**config.mk**
```make
export PLATFORM = sky130hd
export DESIGN_NAME = mac_stream
export DESIGN_NICKNAME = d
export VERILOG_FILES = /design/src/rtl/mac_pkg.sv /design/src/rtl/mac_mul_pipe.sv /design/src/rtl/mac_tag_pipe.sv /design/src/rtl/mac_acc.sv /design/src/rtl/mac_stream.sv
export SDC_FILE = /design/constraint.sdc
export NUM_CORES = 1
export LEC_CHECK = 0
export ABC_AREA = 0
export CORE_ASPECT_RATIO = 1.1
export CORE_MARGIN = 4
export CORE_UTILIZATION = 35
export CTS_CLUSTER_DIAMETER = 200
export CTS_CLUSTER_SIZE = 16
export DETAILED_ROUTE_END_ITERATION = 10
export PLACE_DENSITY_LB_ADDON = 0.25
export SYNTH_ARGS = -nofsm -noshare
export SYNTH_HDL_FRONTEND = slang
export SYNTH_HIERARCHICAL = 1
export SYNTH_SLANG_ARGS = --single-unit
```
**constraint.sdc**
```tcl
create_clock -name clk -period 11.4 [get_ports clk]
set_input_delay 1.14 -clock clk [delete_from_list [all_inputs] [get_ports clk]]
set_output_delay 1.14 -clock clk [all_outputs]
set_load 0.005 [all_outputs]
```
**src/rtl/mac_pkg.sv**
```systemverilog
// Package: shared constants and types for the streaming MAC.
// Assumes: the multiplier in mac_mul_pipe has exactly MUL_STAGES register stages.
package mac_pkg;

    // Register stages between the operand ports and the product output.
    localparam int MUL_STAGES = 3;

    // Per-pair control that travels alongside the operands.
    typedef struct packed {
        logic vld;
        logic sos;
        logic eos;
    } mac_tag_t;

endpackage

```
**src/rtl/mac_mul_pipe.sv**
```systemverilog
// Module: signed A_W x B_W multiplier with three register stages.
// Stage 1 registers the operands. Stage 2 forms two partial products, one
// from the low half of B (taken as unsigned) and one from the high half
// (taken as signed). Stage 3 shifts the high partial product and adds it
// to the low one to give the full two's-complement product.
// Assumes: A_W >= 2, B_W >= 4. The latency is fixed at mac_pkg::MUL_STAGES.
module mac_mul_pipe #(
    parameter int A_W = 16,
    parameter int B_W = 16,
    localparam int P_W = A_W + B_W
) (
    input  logic           clk,
    input  logic           rst_n,
    input  logic [A_W-1:0] a_in,
    input  logic [B_W-1:0] b_in,
    output logic [P_W-1:0] prod
);

    localparam int LO_W = B_W / 2;
    localparam int HI_W = B_W - LO_W;
    localparam int PL_W = A_W + LO_W + 1;
    localparam int PH_W = A_W + HI_W;

    logic [A_W-1:0]         a_q;
    logic [B_W-1:0]         b_q;
    logic signed [PL_W-1:0] pl_q;
    logic signed [PH_W-1:0] ph_q;
    logic [P_W-1:0]         prod_q;

    logic signed [PL_W-1:0] a_xl, b_xl, pl_d;
    logic signed [PH_W-1:0] a_xh, b_xh, ph_d;
    logic [P_W-1:0]         pl_ext, ph_ext, sum_d;

    // Partial products: A times the unsigned low half and the signed high half of B.
    always_comb begin
        a_xl = {{(PL_W - A_W){a_q[A_W-1]}}, a_q};
        b_xl = {{(PL_W - LO_W){1'b0}}, b_q[LO_W-1:0]};
        pl_d = a_xl * b_xl;
        a_xh = {{(PH_W - A_W){a_q[A_W-1]}}, a_q};
        b_xh = {{(PH_W - HI_W){b_q[B_W-1]}}, b_q[B_W-1:LO_W]};
        ph_d = a_xh * b_xh;
    end

    // Combine: the high partial product is weighted by 2^LO_W.
    always_comb begin
        pl_ext = {{(P_W - PL_W){pl_q[PL_W-1]}}, pl_q};
        ph_ext = {{(P_W - PH_W){ph_q[PH_W-1]}}, ph_q};
        sum_d  = (ph_ext << LO_W) + pl_ext;
    end

    // Stage 1: capture the operands.
    always_ff @(posedge clk) begin
        if (!rst_n) begin
            a_q <= '0;
            b_q <= '0;
        end else begin
            a_q <= a_in;
            b_q <= b_in;
        end
    end

    // Stage 2: hold the two partial products.
    always_ff @(posedge clk) begin
        if (!rst_n) begin
            pl_q <= '0;
            ph_q <= '0;
        end else begin
            pl_q <= pl_d;
            ph_q <= ph_d;
        end
    end

    // Stage 3: hold the full product.
    always_ff @(posedge clk) begin
        if (!rst_n) prod_q <= '0;
        else        prod_q <= sum_d;
    end

    assign prod = prod_q;

endmodule

```
**src/rtl/mac_tag_pipe.sv**
```systemverilog
// Module: delay line that carries a pair's valid flag and markers, so they
// leave in the same cycle as that pair's product.
// Assumes: DEPTH matches the multiplier's register count.
module mac_tag_pipe
    import mac_pkg::*;
#(
    parameter int DEPTH = MUL_STAGES
) (
    input  logic     clk,
    input  logic     rst_n,
    input  mac_tag_t tag_in,
    output mac_tag_t tag_out
);

    mac_tag_t stg [DEPTH];

    for (genvar g = 0; g < DEPTH; g++) begin : g_stage
        if (g == 0) begin : g_head
            // First stage: capture the incoming control.
            always_ff @(posedge clk) begin
                if (!rst_n) stg[g] <= '0;
                else        stg[g] <= tag_in;
            end
        end else begin : g_body
            // Later stages: shift by one cycle.
            always_ff @(posedge clk) begin
                if (!rst_n) stg[g] <= '0;
                else        stg[g] <= stg[g-1];
            end
        end
    end

    assign tag_out = stg[DEPTH-1];

endmodule

```
**src/rtl/mac_acc.sv**
```systemverilog
// Module: guarded accumulator. A valid product that opens a sequence is
// loaded. A later valid product is added. A bubble leaves the sum alone.
// Assumes: the product and its tag arrive in the same cycle.
module mac_acc
    import mac_pkg::*;
#(
    parameter int P_W = 32,
    parameter int G_W = 8,
    localparam int ACC_W = P_W + G_W
) (
    input  logic             clk,
    input  logic             rst_n,
    input  logic [P_W-1:0]   prod,
    input  mac_tag_t         tag,
    output logic [ACC_W-1:0] acc,
    output logic             acc_vld,
    output logic             done
);

    logic [ACC_W-1:0] prod_x;
    logic [ACC_W-1:0] acc_q;
    logic             vld_q, done_q;

    // Sign-extend the product into the guard bits.
    always_comb prod_x = {{G_W{prod[P_W-1]}}, prod};

    // Load on a sequence opener, add otherwise, hold on a bubble.
    always_ff @(posedge clk) begin
        if (!rst_n) begin
            acc_q  <= '0;
            vld_q  <= 1'b0;
            done_q <= 1'b0;
        end else begin
            vld_q  <= tag.vld;
            done_q <= tag.vld && tag.eos;
            if (tag.vld) acc_q <= tag.sos ? prod_x : acc_q + prod_x;
        end
    end

    assign acc     = acc_q;
    assign acc_vld = vld_q;
    assign done    = done_q;

endmodule

```
**src/rtl/mac_stream.sv**
```systemverilog
// Module: streaming multiply-accumulate top. Pipelined multiplier plus
// control delay line plus guarded accumulator. Latency from input to sum
// is MUL_STAGES + 1 cycles, one pair accepted per clock.
// Assumes: the markers are meaningful only on cycles with in_vld high.
module mac_stream
    import mac_pkg::*;
#(
    parameter int A_W     = 16,
    parameter int B_W     = 16,
    parameter int GUARD_W = 8
) (
    input  logic                       clk,
    input  logic                       rst_n,
    input  logic                       in_vld,
    input  logic                       in_sos,
    input  logic                       in_eos,
    input  logic [A_W-1:0]             op_a,
    input  logic [B_W-1:0]             op_b,
    output logic [A_W+B_W+GUARD_W-1:0] acc_out,
    output logic                       acc_vld,
    output logic                       seq_done
);

    localparam int P_W = A_W + B_W;

    logic [P_W-1:0] mul_prod;
    mac_tag_t       tag_in, tag_mul;

    // Bundle the per-pair control for the delay line.
    always_comb tag_in = '{vld: in_vld, sos: in_sos, eos: in_eos};

    mac_mul_pipe #(.A_W(A_W), .B_W(B_W)) u_mul (
        .clk  (clk),
        .rst_n(rst_n),
        .a_in (op_a),
        .b_in (op_b),
        .prod (mul_prod)
    );

    mac_tag_pipe #(.DEPTH(MUL_STAGES)) u_tag (
        .clk    (clk),
        .rst_n  (rst_n),
        .tag_in (tag_in),
        .tag_out(tag_mul)
    );

    mac_acc #(.P_W(P_W), .G_W(GUARD_W)) u_acc (
        .clk    (clk),
        .rst_n  (rst_n),
        .prod   (mul_prod),
        .tag    (tag_mul),
        .acc    (acc_out),
        .acc_vld(acc_vld),
        .done   (seq_done)
    );

endmodule

```
After elaboration in Yosys (flattened, before gate mapping)
Memory sizes are Yosys's and may differ from the RTL's.
Cells that the tools add are included.
- multiplexer cells: 6
- reduce and logical (&&, ||, !) cells: 1
- $mul: 2
- bitwise gates (word level): 3
- add/subtract/negate cells: 2
- operators by type and width (cell ; number):
    adder 40 bit ; 1
    2-to-1 mux 40 bit ; 1
    adder 32 bit ; 1
    multiplier 16 x 9 -> 25 bit ; 1
    multiplier 16 x 8 -> 24 bit ; 1
    2-to-1 mux 3 bit ; 3
    OR 1 bit ; 3
    2-to-1 mux 1 bit ; 2
    logical AND 1 bit ; 1
- input port bits: 37
- register bits: 155
- output and inout bits: 42
- bits in writable memories: 9
- memories: 1
- word-level logic and storage cells: 23
- memories (memory ; depth ; width ; read ports ; clocked after Yosys merged registers in ; wr ports ; RTL line ; RTL):
    u_tag.stg ; 3 ; 3 ; 3 ; 0 ; 3 ; mac_tag_pipe.sv:15 ; mac_tag_t stg [DEPTH];

Logic depth before layout (Yosys ltp)
- depth in word-level cells: 2
- gate-level depth with buffers: 18
- mapped depth without buffers: 17

Hierarchy
Netlist, hierarchy kept.
- modules (own cells, without submodules) (module ; seq. area each (sq um) ; times used ; area each (sq um) ; cells each):
    mac_mul_pipe ; 2262.2 ; 1 ; 13459.2 ; 1523
    mac_acc ; 840.8 ; 1 ; 3771.1 ; 494
    mac_tag_pipe ; 180.2 ; 1 ; 236.5 ; 18

Worst setup path after synthesis
No wires, ideal clock.
- path type: flip-flop to flip-flop
- start: register u_mul.b_q[15]
- end: register u_mul.ph_q[15]
- clock period less this slack: 4.792 ns
- data required time: 11.266 ns
- cell stages (with the launch flop): 17
- library setup time: 0.134 ns
- buffers on the path: 1
- path slack: 6.608 ns
- arrival: 4.658 ns
- cells stage by stage: dfxtp_1 > inv_1 > buf_1 > fa_1 > fa_1 > inv_1 > fa_1 > inv_1 > fa_1 > inv_1 > ha_1 > a21o_1 > a21oi_4 > a21boi_2 > o311a_1 > o311a_1 > or4_1
- cells in the longest elaborated chain, start to end: 1
- ends and longest elaborated chain (item ; RTL line ; RTL):
    from (decl) ; mac_mul_pipe.sv:25 ; logic [B_W-1:0] b_q;
    from (signal assigned) ; mac_mul_pipe.sv:58 ; b_q <= b_in;
    multiplier 16 x 8 -> 24 bit ; mac_mul_pipe.sv:41 ; ph_d = a_xh * b_xh;
    to (signal assigned) ; mac_mul_pipe.sv:69 ; ph_q <= ph_d;
    to (decl) ; mac_mul_pipe.sv:27 ; logic signed [PH_W-1:0] ph_q;
No other way between the ends.
A chain may end at the register's enable or synchronous reset.

Worst setup path after layout
- start: register u_mul.b_q[10]
- end: register u_mul.ph_q[15]
The elaborated chain is that of the path after synthesis.

==> summary.md <==
| Metric | Value |
|---|---|
| Status | completed |
| Total Wirelength | 43,400 um |
| Gate power share | 0.388 |
| # port buffers | 78 |
| Vias in the first global route | 13,800 |
| Max VDD drop | 169 uV |
| Share of post-route cells with drive strength above 1 | 0.0245 |
| CTS sink cnt | 164 |
| Post-detailed-route wirelength per cell | 15.9 um |
| Post-synthesis mux area share | 0.0115 |
| Pwr/cell area | 106 mW/mm^2 |
| Syn Inst Count | 2,035 |
| Worst rel slew slack | 0.446 |
| GPL Wtd Cong | 0.892 |
| Layout net count | 2,467 |
| Hold buffers post-CTS | 0 |
| Register area share after synthesis | 0.188 |
| Req. time, crit path | 11.74 ns |
| Total power draw | 2060 uW |
| Max clock buf depth | 2 |
| FMAX | 192 MHz |
| Sw Pwr | 777 uW |
| Grt ovf | 0 |
| Via count | 13,500 |
| Fin. max-slew vios | 0 |
| CP Class | reg2reg |
| Place WS | 6.22 ns |
| Die area | 0.0535 sq mm |
| Total core area | 0.0491 sq mm |
| Simple-gate area share of the yosys netlist | 0.192 |
| CP cell instances | nand2_1 > fa_1 > fa_1 > inv_1 > fa_1 > inv_1 > fa_1 > inv_1 > ha_1 > a21o_1 > a21oi_4 > a21boi_2 > o311a_1 > o311a_1 > or4_1 |
| Cell row count | 85 |
| Initial core utilization | 0.355 |
| Post-cts sizing count | 0 |
| Detail Placement HPWL | 34,400 um |
| Setup bufs post-CTS | 0 |
| Main combinational cell family by area after synthesis | adder cells |
| Compound-gate portion of the synthesized area | 0.142 |
| Global-route usage over all layers | 0.166 |
| Die W | 221 um |
| H-tree level count | 4 |
| Setup Viol. Count Final | 0 |
| CP Max Fanout | 16 |
| Ys Warns | 6 |
| CTS tree | built |
| Final WS setup | 6.19 ns |
| Most common cell type on the critical path | fa_1 |
| Area grow syn2layout | 10.8% |
| Worst Setup Start Kind | flip-flop |
| Clock Latency Late Sink | 0.47 ns |
| Sw frac | 0.378 |
| Clk pwr share | 0.263 |
| Mapped cell area | 0.0175 sq mm |
| Vias per cell | 4.94 |
| FFs w/ async S/R, synth | 0 |
| Endpoint class of the critical path | flip-flop |
| Fin crit period | 5.21 ns |
| Root Buffer | clkbuf_16 |
| Internal | 1280 uW |
| Initial antenna violation count | 1 |
| Synth Flop Type | dfxtp_1 |
| Post-DRT Antenna Nets | 0 |
| Max cap viols | 0 |
| Crit. Startpoint | u_mul/b_q[10] |
| Adder-cell share of the synthesized area | 0.350 |
| Sequential power share | 0.350 |
| Worst-margin pin slew | 0.829 ns |
| Io pins | 79 |
| Clock slew at reported path FFs | 0.06 ns |
| Fillers | 5,071 |
| Hold Crit Class | reg2reg |
| Final Hold Viols | 0 |
| Max stage delay on crit path | 0.73 ns |
| DRT Pass-1 Iters | 5 |
| CTS Buf Count | 17 |
| Chip height | 242 um |
| CP arrival | 5.55 ns |
| RSZ-0062 raised after global routing | no |
| Unique masters post-synth | 70 |
| Setup Skew | 0.0185 ns |
| Slowest CP cell | dfxtp_1 |
| First-pass GRT wire length | 73,100 um |
| Number of synthesized flops with an enable pin | 0 |
| Post-synthesis net count | 2,436 |
| Origin of the worst min-delay path | u_tag/stg[1][0] |
| Post-Synth XOR/XNOR Area | 0.0326 |
| First DRT Iteration DRCs | 746 |
| Flops & latches, synth | 164 |
| Largest net degree at the start of global routing | 89 |
| RR Startpoint | u_mul/b_q[10] |
| N_diodes | 0 |
| Pleak | 0.00930 uW |
| Syn Area/Cell | 8.58 sq um |
| DRC Markers | 0 |
| Setup TNS after final layout | 0 ns |
| Period utilization | 0.457 |
worst max-delay path, delay by kind of cell, from the launching register on:
family | cells | cell delay [ns]
AND/OR/NAND/NOR | 2 | 0.69
flip-flops | 1 | 0.73
AO/OA/AOI/OAI | 5 | 1.10
adder cells (fa/ha/maj) | 5 | 2.40
buffers and inverters | 3 | 0.16
cell usage after synthesis (all sizes together), types with 5 or more instances:
library cell / number / area [sq um]
a211oi: 17 / 138
a21boi: 10 / 78.8
a21o: 41 / 309
a21oi: 105 / 537
a31oi: 29 / 181
and2: 213 / 1330
and3: 12 / 76.3
buf: 6 / 38.8
clkbuf: 64 / 240
dfxtp: 164 / 3280
fa: 207 / 4140
ha: 157 / 1960
inv: 319 / 1200
mux2i: 20 / 200
nand2: 192 / 721
nand2b: 25 / 156
nand3: 20 / 100
nand4: 12 / 75.1
nor2: 99 / 372
nor2b: 11 / 68.8
nor3: 33 / 170
nor3b: 7 / 52.6
nor4: 6 / 37.5
o211a: 16 / 160
o211ai: 19 / 143
o21a: 15 / 113
o21ai: 71 / 355
o21bai: 9 / 67.6
o31a: 5 / 43.8
o31ai: 8 / 60.1
or2: 6 / 37.5
xnor2: 40 / 350
xor2: 25 / 219
path summary, 6_finish.rpt:
check / end / slack, ns / cells after the start
hold reg to reg: u_tag/stg[2][0] / 0.43 / 1
hold / removal: u_tag/stg[2][0] / 0.43 / 1
setup / recovery: u_mul/ph_q[15] / 6.19 / 15
setup reg to reg: u_mul/ph_q[15] / 6.19 / 15
power by group through the flow:
| stage | Combinational, uW | Clock (uW) | Sequential, uW |
|---|---|---|---|
| finish | 797 | 540 | 720 |
| global route | 916 | 581 | 730 |
| CTS | 797 | 562 | 721 |
| detailed placement | 792 | 0 | 733 |
| global placement | 780 | 0 | 732 |
| floorplan | 615 | 0 | 687 |
per-stage QoR:
stage / hold WS, ns / util / instances / instance area, sq um
6_report: 0.427 / 0.394 / 2730 / 19400
5_1_grt: 0.442 / 0.394 / 2730 / 19400
4_1_cts: 0.427 / 0.394 / 2730 / 19400
3_5_place_dp: 0.416 / 0.383 / 2699 / 18800
3_3_place_gp: 0.408 / 0.383 / 2699 / 18800
2_1_floorplan: 0.406 / - / 2035 / 17500
kinds of logic (layout without fill, tap and decap cells):
group / count (synthesis) / count (layout)
xor gates and xnor gates: 65 / 65
AOI/OAI and AO/OA: 378 / 378
and+or+nand+nor: 655 / 655
muxes: 20 / 20
buffers and inverters: 389 / 432
adders and majority gates: 364 / 364
DFF: 164 / 164
layout by cell type, fill, tap and decap left out, types with 6 or more instances in the layout:
master and n:
nor2_1 99, o211a_1 16, nor2b_1 11, mux2i_1 20
o21ai_1 6, and2_1 213, dfxtp_1 163, xor2_1 25
nand4_1 12, and3_1 11, nor3_1 32, inv_1 318
clkbuf_16 17, nor4_1 6, o31ai_1 8, a21oi_1 104
nand2b_1 25, o211ai_1 19, fa_1 207, clkdlybuf4s50_1 77
a31oi_1 29, a21o_1 40, xnor2_1 40, a21boi_0 8
nand3_1 20, or2_2 6, a211oi_1 15, o21bai_1 9
ha_1 157, o21ai_0 65, o21a_1 15, nor3b_1 7
nand2_1 192
cell type report:
class	count	area, sq um	share of cell area
clock buffers	20	437	0.0226
multi-input cells	1482	12700	0.657
inverters	319	1200	0.0619
repair buffers	82	808	0.0418
flip-flops and latches	164	3280	0.170
clock inverters	11	101	0.00524
well taps	652	816	0.0422
state kept, by name, indices dropped and copies added (netlist names), 9 cells and up:
signal and count:
u_mul/a_q 16, u_acc/acc 40, u_mul/b_q 16, u_tag/stg 9
u_mul/prod 32, u_mul/ph_q 24, u_mul/pl_q 25
per-layer routing:
metal,wire length (um),share of wire,track usage,vias up
met1,21500,0.50,0.236,6487
met2,19600,0.45,0.265,264
met4,539,0.012,0.0375,0
met3,1780,0.041,0.0304,30
li1,-,-,-,6698
met5,0,0,0,-
Power figures use the tool's default switching activity.
